--- config.mk ---
export PLATFORM = sky130hd
export DESIGN_NAME = gpio_trig_gen
export DESIGN_NICKNAME = d
export VERILOG_FILES = /design/src/rtl/gpio_trig_pkg.sv /design/src/rtl/gpio_trig_sync.sv /design/src/rtl/gpio_trig_detect.sv /design/src/rtl/gpio_trig_dma.sv /design/src/rtl/gpio_trig_gen.sv
export SDC_FILE = /design/constraint.sdc
export NUM_CORES = 1
export LEC_CHECK = 0
export BUFFER_PORTS_ARGS = -buffer_cell sky130_fd_sc_hd__clkbuf_2
export CORE_MARGIN = 3
export CORE_UTILIZATION = 52
export CTS_CLUSTER_SIZE = 16
export DETAILED_ROUTE_END_ITERATION = 10
export PLACE_DENSITY = 0.85
export SLEW_MARGIN = 0
export SYNTH_ARGS = -nofsm -noshare
export SYNTH_HDL_FRONTEND = slang
export SYNTH_SLANG_ARGS = --single-unit
--- constraint.sdc ---
create_clock -name clk_i -period 3.8 [get_ports clk_i]
set_input_delay 0.19 -clock clk_i [delete_from_list [all_inputs] [get_ports clk_i]]
set_output_delay 0.19 -clock clk_i [all_outputs]
set_load 0.1 [all_outputs]
--- src/rtl/gpio_trig_pkg.sv ---
package gpio_trig_pkg;
  typedef enum logic {
    EV_EDGE  = 1'b0,
    EV_LEVEL = 1'b1
  } ev_kind_e;

  typedef enum logic [1:0] {
    REQ_IDLE = 2'd0,
    REQ_BUSY = 2'd1,
    REQ_HOLD = 2'd2
  } req_state_e;
endpackage

--- src/rtl/gpio_trig_sync.sv ---
module gpio_trig_sync #(
  parameter int unsigned WIDTH  = 8,
  parameter int unsigned STAGES = 2
) (
  input  logic             clk_i,
  input  logic             rst_ni,
  input  logic [WIDTH-1:0] d_i,
  output logic [WIDTH-1:0] q_o
);
  logic [WIDTH-1:0] stage_q [STAGES];

  always_ff @(posedge clk_i or negedge rst_ni) begin
    if (!rst_ni) stage_q[0] <= '0;
    else         stage_q[0] <= d_i;
  end

  for (genvar k = 1; k < STAGES; k++) begin : g_stage
    always_ff @(posedge clk_i or negedge rst_ni) begin
      if (!rst_ni) stage_q[k] <= '0;
      else         stage_q[k] <= stage_q[k-1];
    end
  end

  assign q_o = stage_q[STAGES-1];
endmodule

--- src/rtl/gpio_trig_detect.sv ---
module gpio_trig_detect
  import gpio_trig_pkg::*;
(
  input  logic clk_i,
  input  logic rst_ni,
  input  logic pin_s_i,
  input  logic level_i,
  input  logic pol_hi_i,
  output logic event_o,
  output logic fire_o
);
  logic prev_q, armed_q;
  logic active, edge_hit;
  ev_kind_e kind;

  assign kind     = ev_kind_e'(level_i);
  assign active   = pol_hi_i ? pin_s_i : ~pin_s_i;
  assign edge_hit = pol_hi_i ? (pin_s_i & ~prev_q) : (~pin_s_i & prev_q);

  always_comb begin
    if (kind == EV_LEVEL) begin
      event_o = active;
      fire_o  = active & armed_q;
    end else begin
      event_o = edge_hit;
      fire_o  = edge_hit;
    end
  end

  // re-arm a level pin once it goes inactive
  always_ff @(posedge clk_i or negedge rst_ni) begin
    if (!rst_ni) begin
      prev_q  <= 1'b0;
      armed_q <= 1'b1;
    end else begin
      prev_q <= pin_s_i;
      if (!active)     armed_q <= 1'b1;
      else if (fire_o) armed_q <= 1'b0;
    end
  end
endmodule

--- src/rtl/gpio_trig_dma.sv ---
module gpio_trig_dma
  import gpio_trig_pkg::*;
(
  input  logic clk_i,
  input  logic rst_ni,
  input  logic hit_i,
  input  logic done_i,
  output logic req_o
);
  req_state_e state_q, state_d;

  always_comb begin
    state_d = state_q;
    unique case (state_q)
      REQ_IDLE: if (done_i) state_d = REQ_HOLD;
                else if (hit_i) state_d = REQ_BUSY;
      REQ_BUSY: if (done_i) state_d = REQ_HOLD;
      REQ_HOLD: state_d = done_i ? REQ_HOLD : REQ_IDLE;
      default:  state_d = REQ_IDLE;
    endcase
  end

  always_ff @(posedge clk_i or negedge rst_ni) begin
    if (!rst_ni) state_q <= REQ_IDLE;
    else         state_q <= state_d;
  end

  assign req_o = (state_q == REQ_BUSY);
endmodule

--- src/rtl/gpio_trig_gen.sv ---
module gpio_trig_gen #(
  parameter int unsigned NUM_PINS    = 8,
  parameter int unsigned LEGACY_PIN  = 4,
  parameter int unsigned SYNC_STAGES = 2
) (
  input  logic                clk_i,
  input  logic                rst_ni,
  input  logic [NUM_PINS-1:0] pin_i,
  input  logic [NUM_PINS-1:0] level_i,
  input  logic [NUM_PINS-1:0] pol_hi_i,
  input  logic [NUM_PINS-1:0] im_i,
  input  logic [NUM_PINS-1:0] adc_en_i,
  input  logic [NUM_PINS-1:0] dma_en_i,
  input  logic [NUM_PINS:0]   icr_i,
  input  logic                dma_done_i,
  output logic                adc_trig_o,
  output logic                dma_req_o,
  output logic [NUM_PINS:0]   ris_o
);
  localparam int unsigned RisW = NUM_PINS + 1;
  localparam logic [NUM_PINS-1:0] LegacyMask =
    {{(NUM_PINS-1){1'b0}}, 1'b1} << LEGACY_PIN;

  logic [NUM_PINS-1:0] pin_s, ev, fire, adc_sel;
  logic [RisW-1:0]     set_vec;
  logic [RisW-1:0]     ris_q;
  logic                adc_q, adc_any, dma_hit;

  gpio_trig_sync #(.WIDTH(NUM_PINS), .STAGES(SYNC_STAGES)) u_sync (
    .clk_i (clk_i),
    .rst_ni(rst_ni),
    .d_i   (pin_i),
    .q_o   (pin_s)
  );

  for (genvar i = 0; i < NUM_PINS; i++) begin : g_pin
    gpio_trig_detect u_det (
      .clk_i   (clk_i),
      .rst_ni  (rst_ni),
      .pin_s_i (pin_s[i]),
      .level_i (level_i[i]),
      .pol_hi_i(pol_hi_i[i]),
      .event_o (ev[i]),
      .fire_o  (fire[i])
    );
  end

  // fallback source when no pin is selected
  assign adc_sel = (adc_en_i == '0) ? LegacyMask : adc_en_i;
  assign adc_any = |(fire & adc_sel);

  always_ff @(posedge clk_i or negedge rst_ni) begin
    if (!rst_ni) adc_q <= 1'b0;
    else         adc_q <= adc_any & ~adc_q;
  end
  assign adc_trig_o = adc_q;

  assign dma_hit = |(ev & dma_en_i & im_i);

  gpio_trig_dma u_dma (
    .clk_i (clk_i),
    .rst_ni(rst_ni),
    .hit_i (dma_hit),
    .done_i(dma_done_i),
    .req_o (dma_req_o)
  );

  assign set_vec = {dma_done_i, ev};

  // set has priority over clear
  always_ff @(posedge clk_i or negedge rst_ni) begin
    if (!rst_ni) ris_q <= '0;
    else         ris_q <= set_vec | (ris_q & ~icr_i);
  end
  assign ris_o = ris_q;
endmodule

==> results by stage, run 1 <==
Global routing:
- The residual overflow from global routing is 0.
- The number of antenna violations at the first check in global routing is 0.
- The first global-routing pass estimated 6840 um of wire.
- Global routing used 20.3% of the available tracks across all layers.
- The via count of the first global-routing pass is 1,619.
- The largest net degree at the start of global routing is 45.

Detailed routing:
- The pre-antenna-repair detailed-routing pass consisted of 4 iterations.
- The first routing iteration left 129 violations.
- The detailed-route vias per instance is 5.27.
- The final antenna-violating net count is 0.
- The final routed wirelength across all metal layers is 4200 um.
- After detailed routing, the number of remaining DRC violations is 0.
- The average routed wire per standard cell is 13.1 um.
- Detailed routing inserted a total of 1,687 vias.

Clocking:
- The clock transition at the register clock pins on the worst setup and hold paths after CTS is 0.07 ns.
- The H-tree was split into 2 levels.
- The CTS tree is done.
- For the worst-skew pair, the clock arrives at the later sink with an insertion delay of 0.29 ns.
- The number of buffers created by CTS is 5.
- The tree is rooted in a clkbuf_8.
- The clock sink total is 44.
- The number of buffers added for setup after CTS is 0.
- The longest clock path from root to sink contains 2 buffers.

Worst setup path:
- On the worst path, the slowest cell contributes a delay of 0.43 ns.
- Among all stages on the critical path, the largest delay is contributed by dfrtp_1.
- Data on the critical path is required at its endpoint by 4.01 ns.
- In this run the critical register-to-register path is launched from u_sync.q_o[5]$_DFF_PN0_.
- The dominant delay contributor by cell family on the critical path is simple AND/OR/NAND/NOR gates.
- In this run the worst path has a maximum fanout of 5.
- The number of cell instances on the worst register-to-register path is 5.
- The setup check on the worst reg-to-reg path leaves a slack of 2.29 ns.
- The signal arrival time at the worst endpoint is 1.71 ns.
- The worst register-to-register path ends at adc_trig_o$_DFF_PN0_.
- The combined buffer and inverter count along the critical path is 0.
- STA classifies the critical path endpoint as a register.
- STA classifies the critical path startpoint as a register.
- The type of the setup path with the least slack is register to register.
- The signal on the critical path passes through or3b_1, a21oi_1, o21ai_1, and4_1, a41oi_2.

Pwr:
- The reported leakage power is 1.22 nW.
- Across the VDD grid, the largest voltage drop is 0.330 mV.
- Dividing total power by cell area gives a power density of 426 mW/mm^2.

Finish:
- The area growth from synthesis to layout is 28.6%.
- The count of inserted antenna diode cells is 0.
- The number of inserted filler cells in the final layout is 285.
- The proportion of layout cells with a drive suffix above 1 is 32.8%.
- The net count of the finished layout is 333.
- In the final layout, flip-flops and latches occupy 0.00111 sq mm.
- The multi-input combinational cells in the finished layout cover a total of 798 sq um.

Synthesis:
- A synthesized cell averages 10.4 sq um.
- The post-synthesis share of cell area spent on full adders, half adders and majority gates is 0%.
- The synthesized design contains 0 enable-type register cells.
- The sequential cell area fraction in the yosys report is 56.7%.
- The cell area that synthesis handed to floorplanning was 0.00196 sq mm.
- The async set-reset flop share out of synthesis is 100%.
- The most used flip-flop cell after synthesis is dfrtp_1.
- Of the total synthesized cell area, the portion taken by AND, OR, NAND and NOR gates is 18.1%.
- Counting distinct cell types in the post-synthesis netlist gives 32.
- The post-synthesis register bit count is 44.
- The proportion of synthesized area in mux cells is 0%.
- Counting every instance in the synthesized netlist gives 189.
- The total nets after synthesis is 249.
- Yosys printed 0 warnings.
- Summing the areas of all compound-gate instances in the mapped netlist gives 20.4% of the synthesized area.
- The share of the synthesized netlist area taken by xor and xnor gates is 2.24%.
- By area, the combinational part of the netlist is dominated by compound AO/OA/AOI/OAI gates.

Status:
- The flow ran to the end, and the final reports show no timing, DRC or antenna violations.

Floorplan:
- For this configuration, the core starts out at a cell density of 56.5%.
- The number of rows created at floorplan is 21.
- The chip height is 67.4 um.
- In this run the horizontal extent of the chip is 67.4 um.
- The count of boundary I/O pins is 71.
- The placeable core region is 0.00347 sq mm.
- The floorplan step defined a die boundary enclosing 0.00454 sq mm.

Timing:
- The max-slew violation total from the final report is 0.
- The hold violation count in the final report was 0.
- Headroom to the max-slew limit came out at 30.9%.
- Timing would allow up to 664 MHz.
- The clock period minus worst slack is 1.51 ns.
- The total of endpoints with negative setup slack in the final report is 0.
- Of the available clock period, the critical path in the final layout requires 39.6%.
- The clock skew after layout is 0.00286 ns.
- Setup repair after global routing left no endpoint under its margin.
- Setup slack on the critical path of the routed design comes to 2.29 ns.
- For the final routed database, the setup TNS stands at 0 ns.
- The actual slew at the worst max-slew pin is 1.04 ns.

Job:
- Across the run, the number of max-cap violations was 0.

Placed design:
- The last weighted congestion value of the routability-driven placer is 0.810.
- At the placement stage, the worst setup path has a slack of 2.31 ns.
- Detailed placement ended at an HPWL of 3350 um.
- The number of port buffers is 70.

Hold path:
- The endpoint with the worst hold slack is u_sync.stage_q[8]$_DFF_PN0_.
- The worst min-delay path startpoint is pin_i[0].
- The number of cells on the worst hold path is 1.
- The worst min-delay path class is input port to register.
layout make-up:
class,instances,area share (%)
Sequential cell,44,44.1
Multi-Input combinational cell,132,31.7
Timing Repair Buffer,77,16.7
Clock buffer,7,3.03
Tap cell,46,2.29
Inverter,13,1.94
Clock inverter,1,0.199
where the power goes:
group	internal [mW]	total [mW]	switching [mW]
logic	0.0777	0.262	0.184
clock network	0.129	0.272	0.143
registers	0.512	0.539	0.0267
total	0.718	1.07	0.353
how the worst max path moves through the flow:
stage                                       startpoint                   end  slack [ns]  cells after the start
final                          u_sync.q_o[5]$_DFF_PN0_  adc_trig_o$_DFF_PN0_        2.29                      5
after global routing           u_sync.q_o[5]$_DFF_PN0_  adc_trig_o$_DFF_PN0_        2.15                      5
after CTS                      u_sync.q_o[5]$_DFF_PN0_  adc_trig_o$_DFF_PN0_        2.29                      5
after detailed placement       u_sync.q_o[5]$_DFF_PN0_  adc_trig_o$_DFF_PN0_        2.31                      5
after global placement         u_sync.q_o[5]$_DFF_PN0_  adc_trig_o$_DFF_PN0_        2.36                      5
after floorplan           u_dma.state_q[1]$_DFFE_PN0P_             dma_req_o        1.90                      1
cell usage after synthesis (3+ instances only):
master	number	share of area, %
a21o_1	4	1.5
a2bb2oi_1	3	1.3
nor3b_1	3	1.2
a21boi_0	4	1.5
nand2b_1	7	2.2
o21bai_1	3	1.2
o21ai_0	15	3.8
xor2_1	5	2.2
nand3b_1	7	2.7
o22ai_1	5	1.6
a211oi_1	4	1.5
nor2_1	9	1.7
a22oi_1	4	1.5
inv_1	13	2.5
a21oi_1	10	2.6
a31oi_1	3	0.96
dfrtp_1	36	46
nor3_1	5	1.3
dfstp_2	8	11
nand2_1	19	3.6
and2_1	6	1.9
or2_2	3	0.96
layer usage:
metal,vias to the layer above,wire [um],GRT usage (%)
li1,835,-,-
met3,4,273,5.49
met1,800,1680,23.9
met4,0,28,5.32
met5,-,0,0
met2,48,2220,36.3
kinds of logic (layout without fill, tap and decap cells):
| kind of cell | Yosys count | count (layout) |
|---|---|---|
| compound gates | 61 | 61 |
| xor+xnor | 5 | 5 |
| buf+inv | 13 | 98 |
| flops | 44 | 44 |
| simple gates | 66 | 66 |
cell usage in the layout (no fill, tap or decap), drive strengths merged:
cell type,instances
a211oi,4
a21boi,4
a21o,6
a21oi,10
a22oi,4
a2bb2oi,3
a31oi,3
a41oi,1
and2,6
and4,1
clkbuf,77
clkinv,1
dfrtp,36
dfstp,8
dlygate4sd3,7
inv,13
nand2,19
nand2b,7
nand3b,7
nor2,9
nor2b,2
nor3,5
nor3b,3
nor4,2
o211ai,1
o21ai,16
o21bai,3
o221ai,1
o22ai,5
or2,3
or3b,1
or4,1
xor2,5
stage by stage:
step | total power [mW] | instance area (sq um) | hold slack [ns] | std cells | utilization, %
floorplan | 0.722 | 1960 | -0.106 | 189 | -
global placement | 0.797 | 2370 | 0.298 | 305 | 68.2
detailed placement | 0.805 | 2370 | 0.300 | 305 | 68.2
CTS | 1.08 | 2500 | 0.000413 | 318 | 72.0
global route | 1.13 | 2520 | 0.00123 | 320 | 72.6
finish | 1.07 | 2520 | 0.0114 | 320 | 72.6
worst reg2reg max path: cells and delay by family (launching register included):
| kind | cells | cell delay (ns) |
|---|---|---|
| DFF | 1 | 0.43 |
| AOI/OAI and AO/OA | 3 | 0.41 |
| and+or+nand+nor | 2 | 0.60 |
flip-flops by register name, summed over array words and instances, names as in the netlist:
| name | cells |
|---|---|
| u_sync.q_o | 8 |
| adc_trig_o | 1 |
| ris_o | 9 |
| g_pin.u_det.armed_q | 8 |
| u_dma.state_q | 2 |
| u_sync.stage_q | 8 |
| g_pin.u_det.prev_q | 8 |
what timing repair did:
item,in CTS,in global routing
hold buffers,5,2
hold endpoints to repair,5,2
endpoints found under the setup margin,0,0
gates resized for setup,0,0
Power figures use the tool's default switching activity.
==> run 2: changes to the inputs <==
CORE_UTILIZATION = 44   (was 52)
PLACE_DENSITY = 0.77   (was 0.85)
clock period = 1.33 ns   (was 3.8 ns; I/O delays follow)
==> run 2 against run 1 <==
Sequential share of layout area decreased by 4.2 points. Setup slack got worse by 2.3 ns. Die area increased by 16%. Largest power group unchanged. Critical endpoint is now u_dma.state_q[0]$_DFFE_PN0P_. Sequential power increased to 2.8 times the previous value. Utilization decreased by 5.5 points. The run now ends with negative setup slack left. First-iteration DRC count decreased by 55%. Count of clock-buffer cells in the layout decreased by 2. Final area increased by 10%. Worst hold slack improved by 0.0053 ns. Combinational power increased to 3.2 times the previous value. Global-route usage decreased by 2.6 points.
==> results by stage, run 2 (synthesized netlist as in run 1, its figures left out) <==
Status:
- The run finished, with violations left.
- The checks that failed: negative setup slack.

Pwr:
- The total power consumption of the routed design is 3.18 mW (+200%).
- The reported leakage power is 1.32 nW (+8.6%).
- The maximum resistive drop on vdd is 0.729 mV (+120%).
- The power density over the cells is 1140 mW/mm^2 (+170%).

Placed design:
- The number of port buffers is 70 (unchanged).
- The worst-case setup slack after placement is -0.111 ns (-2.42 ns).
- The HPWL after detailed placement is 3380 um (+0.75%).
- The number of cells after detailed placement is 317 (+3.9%).
- The last weighted congestion value of the routability-driven placer was 0.841 (+3.9%).

Timing:
- The headroom to the max-slew limit is 62.8% (+32 points).
- The clock skew after layout was 0.0107 ns (+0.00780 ns).
- The portion of the clock cycle consumed by the worst path in the final layout is 101% (+62 points).
- The max-slew violation total from the final report was 0 (unchanged).
- The slack of the critical path is -0.0159 ns (-2.31 ns).
- The total of endpoints with negative setup slack in the final report was 2 (+2).
- The clock period minus worst slack is 1.35 ns (-0.159 ns).
- The maximum clock frequency is 743 MHz (+12%).
- Setup repair after global routing could not meet its margin everywhere.
- The actual slew at the worst max-slew pin is 0.560 ns (-0.477 ns).
- The setup total negative slack is -0.0165 ns (-0.0165 ns).
- The hold violation count in the final report is 0 (unchanged).

Floorplan:
- The count of boundary I/O pins is 71 (unchanged).
- The chip height came to 72.7 um (+7.9%).
- The number of rows created at floorplan was 23 (+9.5%).
- The effective utilization at floorplan is 47.3% (-9.2 points).
- The placeable core region is 0.00414 sq mm (+19%).
- The die footprint is 0.00529 sq mm (+16%).
- The horizontal extent of the die is 72.7 um (+7.9%).

Clocking:
- The tree is rooted in a clkbuf_8.
- The number of buffers added for setup after CTS is 0 (unchanged).
- The maximum clock path buffer count came to 2 (unchanged).
- The insertion delay to the later sink of the worst-skew pair is 0.30 ns (about the same).
- The clock transition at the register clock pins on the worst setup and hold paths after CTS is 0.09 ns (+0.02 ns).
- The H-tree depth came to 2 (unchanged).
- The number of buffers created by CTS is 5 (unchanged).
- TritonCTS built the clock tree.
- The clock sink total is 44 (unchanged).

Detailed routing:
- The detailed-route vias per instance came to 5.16 (-2.1%).
- The final antenna-violating net count came to 0 (unchanged).
- The average routed wire per standard cell came to 12.9 um (-1.6%).
- The number of DRC violations after detailed routing is 0 (unchanged).
- The final routed wirelength across all metal layers is 4420 um (+5.2%).
- The detailed-routing iteration count for the pre-antenna-repair pass is 4 (unchanged).
- The detailed-route via count is 1,765 (+4.6%).
- The violation count after the first detailed-route iteration is 58 (-55%).

Finish:
- The area of combinational cells with multiple inputs is 862 sq um (+8.0%).
- In the layout the commonest cells are clkbuf_2, dfrtp_1, nand2_1.
- The number of flip-flops under the largest register name is 9 (unchanged).
- The area growth from synthesis to layout is 42.0%.
- The sequential cell area is 0.00111 sq mm (unchanged).
- The proportion of layout cells with a drive suffix above 1 was 38.4% (+5.5 points).
- Leaving out fill and tap cells, the most frequent cell in the layout is clkbuf_2.
- The share of the core filled with cells in the final layout came to 67.1% (-5.5 points).
- The final cell count without fillers is 342 (+6.9%).
- The count of inserted antenna diode cells came to 0 (unchanged).
- The final-stage net count is 351 (+5.4%).
- The number of inserted filler cells in the final layout is 354 (+24%).

Global routing:
- The via count of the first global-routing pass is 1,717 (+6.1%).
- The residual overflow from global routing is 0 (unchanged).
- The largest net degree at the start of global routing is 45 (unchanged).
- The first-pass GRT wire length is 7080 um (+3.4%).
- The number of antenna violations at the first check in global routing is 0 (unchanged).
- The global-route usage over all layers was 17.7% (-2.6 points).

Worst setup path:
- The kind of end point of the critical path is a register.
- The maximum fanout encountered on the critical timing path was 4 (-1).
- The signal arrival time at the worst endpoint came to 1.53 ns (-0.18 ns).
- The worst endpoint required time is 1.51 ns (-2.50 ns).
- By startpoint and endpoint, the worst setup path is classified as register to register.
- The startpoint class of the critical path is a register.

Hold path:
- The path class of the tightest hold or removal check is input port to register.

Job:
- The number of max-capacitance violations reported was 0 (unchanged).
==> run 2: final cells by class <==
| type | count | area share, % |
|---|---|---|
| Sequential cell | 44 | 40.0 |
| Multi-Input combinational cell | 132 | 31.0 |
| Timing Repair Buffer | 95 | 21.9 |
| Clock buffer | 5 | 2.48 |
| Tap cell | 50 | 2.25 |
| Inverter | 13 | 1.76 |
| Clock inverter | 3 | 0.675 |
==> run 2: repair_timing <==
| action | in CTS | in global routing |
|---|---|---|
| hold buffers | 17 | 0 |
| hold endpoints to repair | 61 | 0 |
| gates resized for setup | 5 | 8 |
| setup endpoints to repair | 2 | 2 |
| cloned | 0 | 0 |
==> run 2: per-layer routing <==
metal	wire length (um)	global-route usage [%]	vias to the layer above
met1	1790	20.9	809
met5	0	0	-
met3	399	4.82	6
li1	-	-	882
met4	62	6.35	0
met2	2160	30.7	68
==> run 2: worst max-delay path, cell delays in order (launching register included) <==
cell,delay [ns]
dfrtp_1,0.40
or2_2,0.32
a22oi_2,0.17
o22ai_1,0.13
nor2_1,0.13
a211oi_1,0.08
==> run 2: final timing paths <==
| check | start | end | slack (ns) | cells past startpoint |
|---|---|---|---|---|
| setup / recovery | g_pin[3].u_det.prev_q$_DFF_PN0_ | u_dma.state_q[0]$_DFFE_PN0P_ | -0.02 | 5 |
| hold / removal | icr_i[7] | ris_o[7]$_DFF_PN0_ | 0.02 | 2 |
| setup reg to reg | g_pin[3].u_det.prev_q$_DFF_PN0_ | u_dma.state_q[0]$_DFFE_PN0P_ | -0.02 | 5 |
| hold reg to reg | u_sync.stage_q[11]$_DFF_PN0_ | u_sync.q_o[3]$_DFF_PN0_ | 0.35 | 0 |
| max in group asynchronous | rst_ni | g_pin[3].u_det.armed_q$_DFFE_PN1P_ | 0.78 | 3 |
| min in group asynchronous | rst_ni | ris_o[2]$_DFF_PN0_ | 0.26 | 3 |
==> run 2: where the power goes <==
group	internal (mW)	switching, mW
Clock	0.366	0.449
Sequential	1.46	0.0726
Combinational	0.279	0.550
==> run 2: through the flow <==
step                      area, sq um  hold slack (ns)
after floorplan                  1960           -0.229
after global placement           2460           0.0680
after detailed placement         2460           0.0661
after CTS                        2740          0.00883
after global routing             2780           0.0263
final                            2780           0.0167
==> run 3: changes to the inputs <==
CELL_PAD_IN_SITES_DETAIL_PLACEMENT = 0   (was unset)
CELL_PAD_IN_SITES_GLOBAL_PLACEMENT = 1   (was unset)
CORE_UTILIZATION = 33   (was 44)
==> run 3 against run 2 <==
The flow now finishes without violations. Worst hold slack worse by 0.00054 ns. Final cell count up 8.5%. Clock skew shrank 0.0038 ns. Fmax up 1.4%. Non-clock buffer count increased by 7. Sequential cell count is the same. Largest cell class unchanged. Setup slack better by 0.018 ns. Critical endpoint is now adc_trig_o$_DFF_PN0_.
==> results by stage, run 3 (synthesized netlist as in run 1, its figures left out) <==
Hold path:
- The worst min-delay path class is input port to register.

Placed design:
- The area after detailed placement is 0.00253 sq mm (+2.6%).
- The worst-case setup slack after placement came to -0.0453 ns (+0.0658 ns).
- The last weighted congestion value of the routability-driven placer is 0.736 (-12%).
- The number of port buffers was 70 (unchanged).
- The HPWL after detailed placement was 3570 um (+5.7%).

Worst setup path:
- The kind of end point of the critical path is a register.
- The signal arrival time at the worst endpoint is 1.56 ns (+0.03 ns).
- The worst endpoint required time was 1.56 ns (+0.05 ns).
- STA classifies the critical path startpoint as a register.
- The type of the setup path with the least slack is register to register.
- The maximum fanout encountered on the critical timing path came to 3 (-1).

Floorplan:
- The count of boundary I/O pins is 71 (unchanged).
- The placeable core region is 0.00561 sq mm (+35%).
- The horizontal extent of the die is 83.0 um (+14%).
- The chip height is 83.0 um (+14%).
- The number of rows created at floorplan came to 27 (+17%).
- The effective utilization at floorplan is 34.9% (-12 points).
- The die footprint is 0.00689 sq mm (+30%).

Clocking:
- The clock sink total is 44 (unchanged).
- The CTS tree is done.
- The H-tree depth was 2 (unchanged).
- The number of buffers created by CTS is 5 (unchanged).
- The clock transition at the register clock pins on the worst setup and hold paths after CTS is 0.09 ns (about the same).
- The insertion delay to the later sink of the worst-skew pair came to 0.30 ns (about the same).
- In this run the clock root is driven by a clkbuf_8.
- The maximum clock path buffer count is 2 (unchanged).

Timing:
- Setup repair after global routing could not meet its margin everywhere.
- The total of endpoints with negative setup slack in the final report was 0 (-2).
- The headroom to the max-slew limit is 62.8% (-0.077 points).
- The maximum clock frequency is 753 MHz (+1.4%).
- The clock skew after layout is 0.00688 ns (-0.00379 ns).
- The actual slew at the worst max-slew pin is 0.561 ns (+0.00116 ns).
- The hold violation count in the final report is 0 (unchanged).
- The max-slew violation total from the final report is 0 (unchanged).
- The portion of the clock cycle consumed by the worst path in the final layout is 99.8% (-1.4 points).
- The clock period minus worst slack is 1.33 ns (-0.0181 ns).
- The slack of the critical path is 0.00220 ns (+0.0181 ns).
- The setup total negative slack is 0 ns (+0.0165 ns).

Pwr:
- The reported leakage power is 1.36 nW (+2.8%).
- The power density over the cells is 1190 mW/mm^2 (+4.4%).
- The maximum resistive drop on vdd is 0.529 mV (-27%).
- The total power consumption of the routed design came to 3.43 mW (+8.1%).

Detailed routing:
- The detailed-route vias per instance came to 4.75 (-8.0%).
- The average routed wire per standard cell is 12.8 um (-0.57%).
- The detailed-route via count is 1,761 (-0.23%).
- The final antenna-violating net count is 0 (unchanged).
- The detailed-routing iteration count for the pre-antenna-repair pass is 4 (unchanged).
- The final routed wirelength across all metal layers was 4760 um (+7.9%).
- The number of DRC violations after detailed routing is 0 (unchanged).
- The violation count after the first detailed-route iteration was 92 (+59%).

Finish:
- In the layout the commonest cells are clkbuf_2, dfrtp_1, nand2_1.
- Leaving out fill and tap cells, the most frequent cell in the layout is clkbuf_2.
- The number of flip-flops under the largest register name is 9 (unchanged).
- The share of the core filled with cells in the final layout came to 51.3% (-16 points).
- The proportion of layout cells with a drive suffix above 1 is 39.1% (+0.77 points).
- The finished layout cell area is 0.00288 sq mm (+3.5%).
- The growth of design area from synthesis to finish is 47.0%.
- The final-stage net count is 358 (+2.0%).
- The count of inserted antenna diode cells is 0 (unchanged).

Global routing:
- The first-pass GRT wire length came to 8020 um (+13%).
- The met2 track demand over resource is 24.0% (-6.7 points).
- The via count of the first global-routing pass was 1,770 (+3.1%).
- The met3 track demand over resource in global routing is 4.66% (-0.16 points).
- The largest net degree at the start of global routing is 45 (unchanged).
- The residual overflow from global routing came to 0 (unchanged).
- The global-route usage over all layers is 14.3% (-3.3 points).
- The fraction of met1 tracks used by global routing came to 17.7% (-3.2 points).
- The number of antenna violations at the first check in global routing is 0 (unchanged).
- The layer flagged by global routing as most heavily used is met2.

Job:
- The number of max-capacitance violations reported is 0 (unchanged).

Status:
- The run finished with clean final reports.
[run 3: cell types whose count changed in the layout (fill, tap and decap cells not counted), moves of 2 or more]
cell      delta
xor2_1       +2
xor2_2       -2
buf_4        +6
clkinv_2     -2
o22ai_2      +2
o22ai_1      -2
[run 3: layout make-up]
class                           instances  area (sq um)
Clock buffer                            5          68.8
Clock inverter                          3          46.3
Fill cell                             564          2730
Inverter                               13          48.8
Multi-Input combinational cell        132           850
Sequential cell                        44          1110
Tap cell                               72          90.1
Timing Repair Buffer                  102           663
[run 3: worst max-delay path: stages (launching register included)]
cell and delay [ns]:
dfrtp_1 0.41, or3b_1 0.37, a21oi_2 0.13, o21ai_1 0.07, and4_1 0.17, a41oi_2 0.12
[run 3: through the flow]
| stage | std cells | hold WS [ns] |
|---|---|---|
| 2_1_floorplan | 189 | -0.229 |
| 3_3_place_gp | 344 | 0.0639 |
| 3_5_place_dp | 344 | 0.0670 |
| 4_1_cts | 371 | 0.00605 |
| 5_1_grt | 371 | 0.0125 |
| 6_report | 371 | 0.0162 |
[run 3: worst paths after layout]
| check | from | cells past startpoint | slack, ns | endpoint |
|---|---|---|---|---|
| max | u_sync.q_o[5]$_DFF_PN0_ | 5 | 0.002 | adc_trig_o$_DFF_PN0_ |
| min | icr_i[8] | 3 | 0.02 | ris_o[8]$_DFF_PN0_ |
| max reg2reg | u_sync.q_o[5]$_DFF_PN0_ | 5 | 0.002 | adc_trig_o$_DFF_PN0_ |
| min reg2reg | u_sync.stage_q[9]$_DFF_PN0_ | 0 | 0.35 | u_sync.q_o[1]$_DFF_PN0_ |
| max in group asynchronous | rst_ni | 3 | 0.78 | g_pin[1].u_det.armed_q$_DFFE_PN1P_ |
| min in group asynchronous | rst_ni | 3 | 0.28 | u_sync.stage_q[13]$_DFF_PN0_ |
[run 3: repair_timing]
action | 4_1_cts | 5_1_grt
setup buffers | 1 | 0
hold endpoints to repair | 62 | 0
hold buffers | 18 | 0
pin swaps | 0 | 1
cloned | 0 | 0
setup endpoints to repair | 2 | 2
resized for setup | 2 | 10
[run 3: report_power, final]
part	internal, mW	leakage [nW]	switching, mW	total (mW)
Clock	0.566	0.0548	0.489	1.05
Sequential	1.46	0.505	0.0718	1.53
Combinational	0.290	0.801	0.557	0.847
Total	2.32	1.36	1.12	3.43
[run 3: layer usage]
layer / share of wire, % / up-vias
li1: - / 887
met1: 45 / 825
met4: 1.2 / 0
met5: 0 / -
met2: 49 / 42
met3: 5.1 / 7
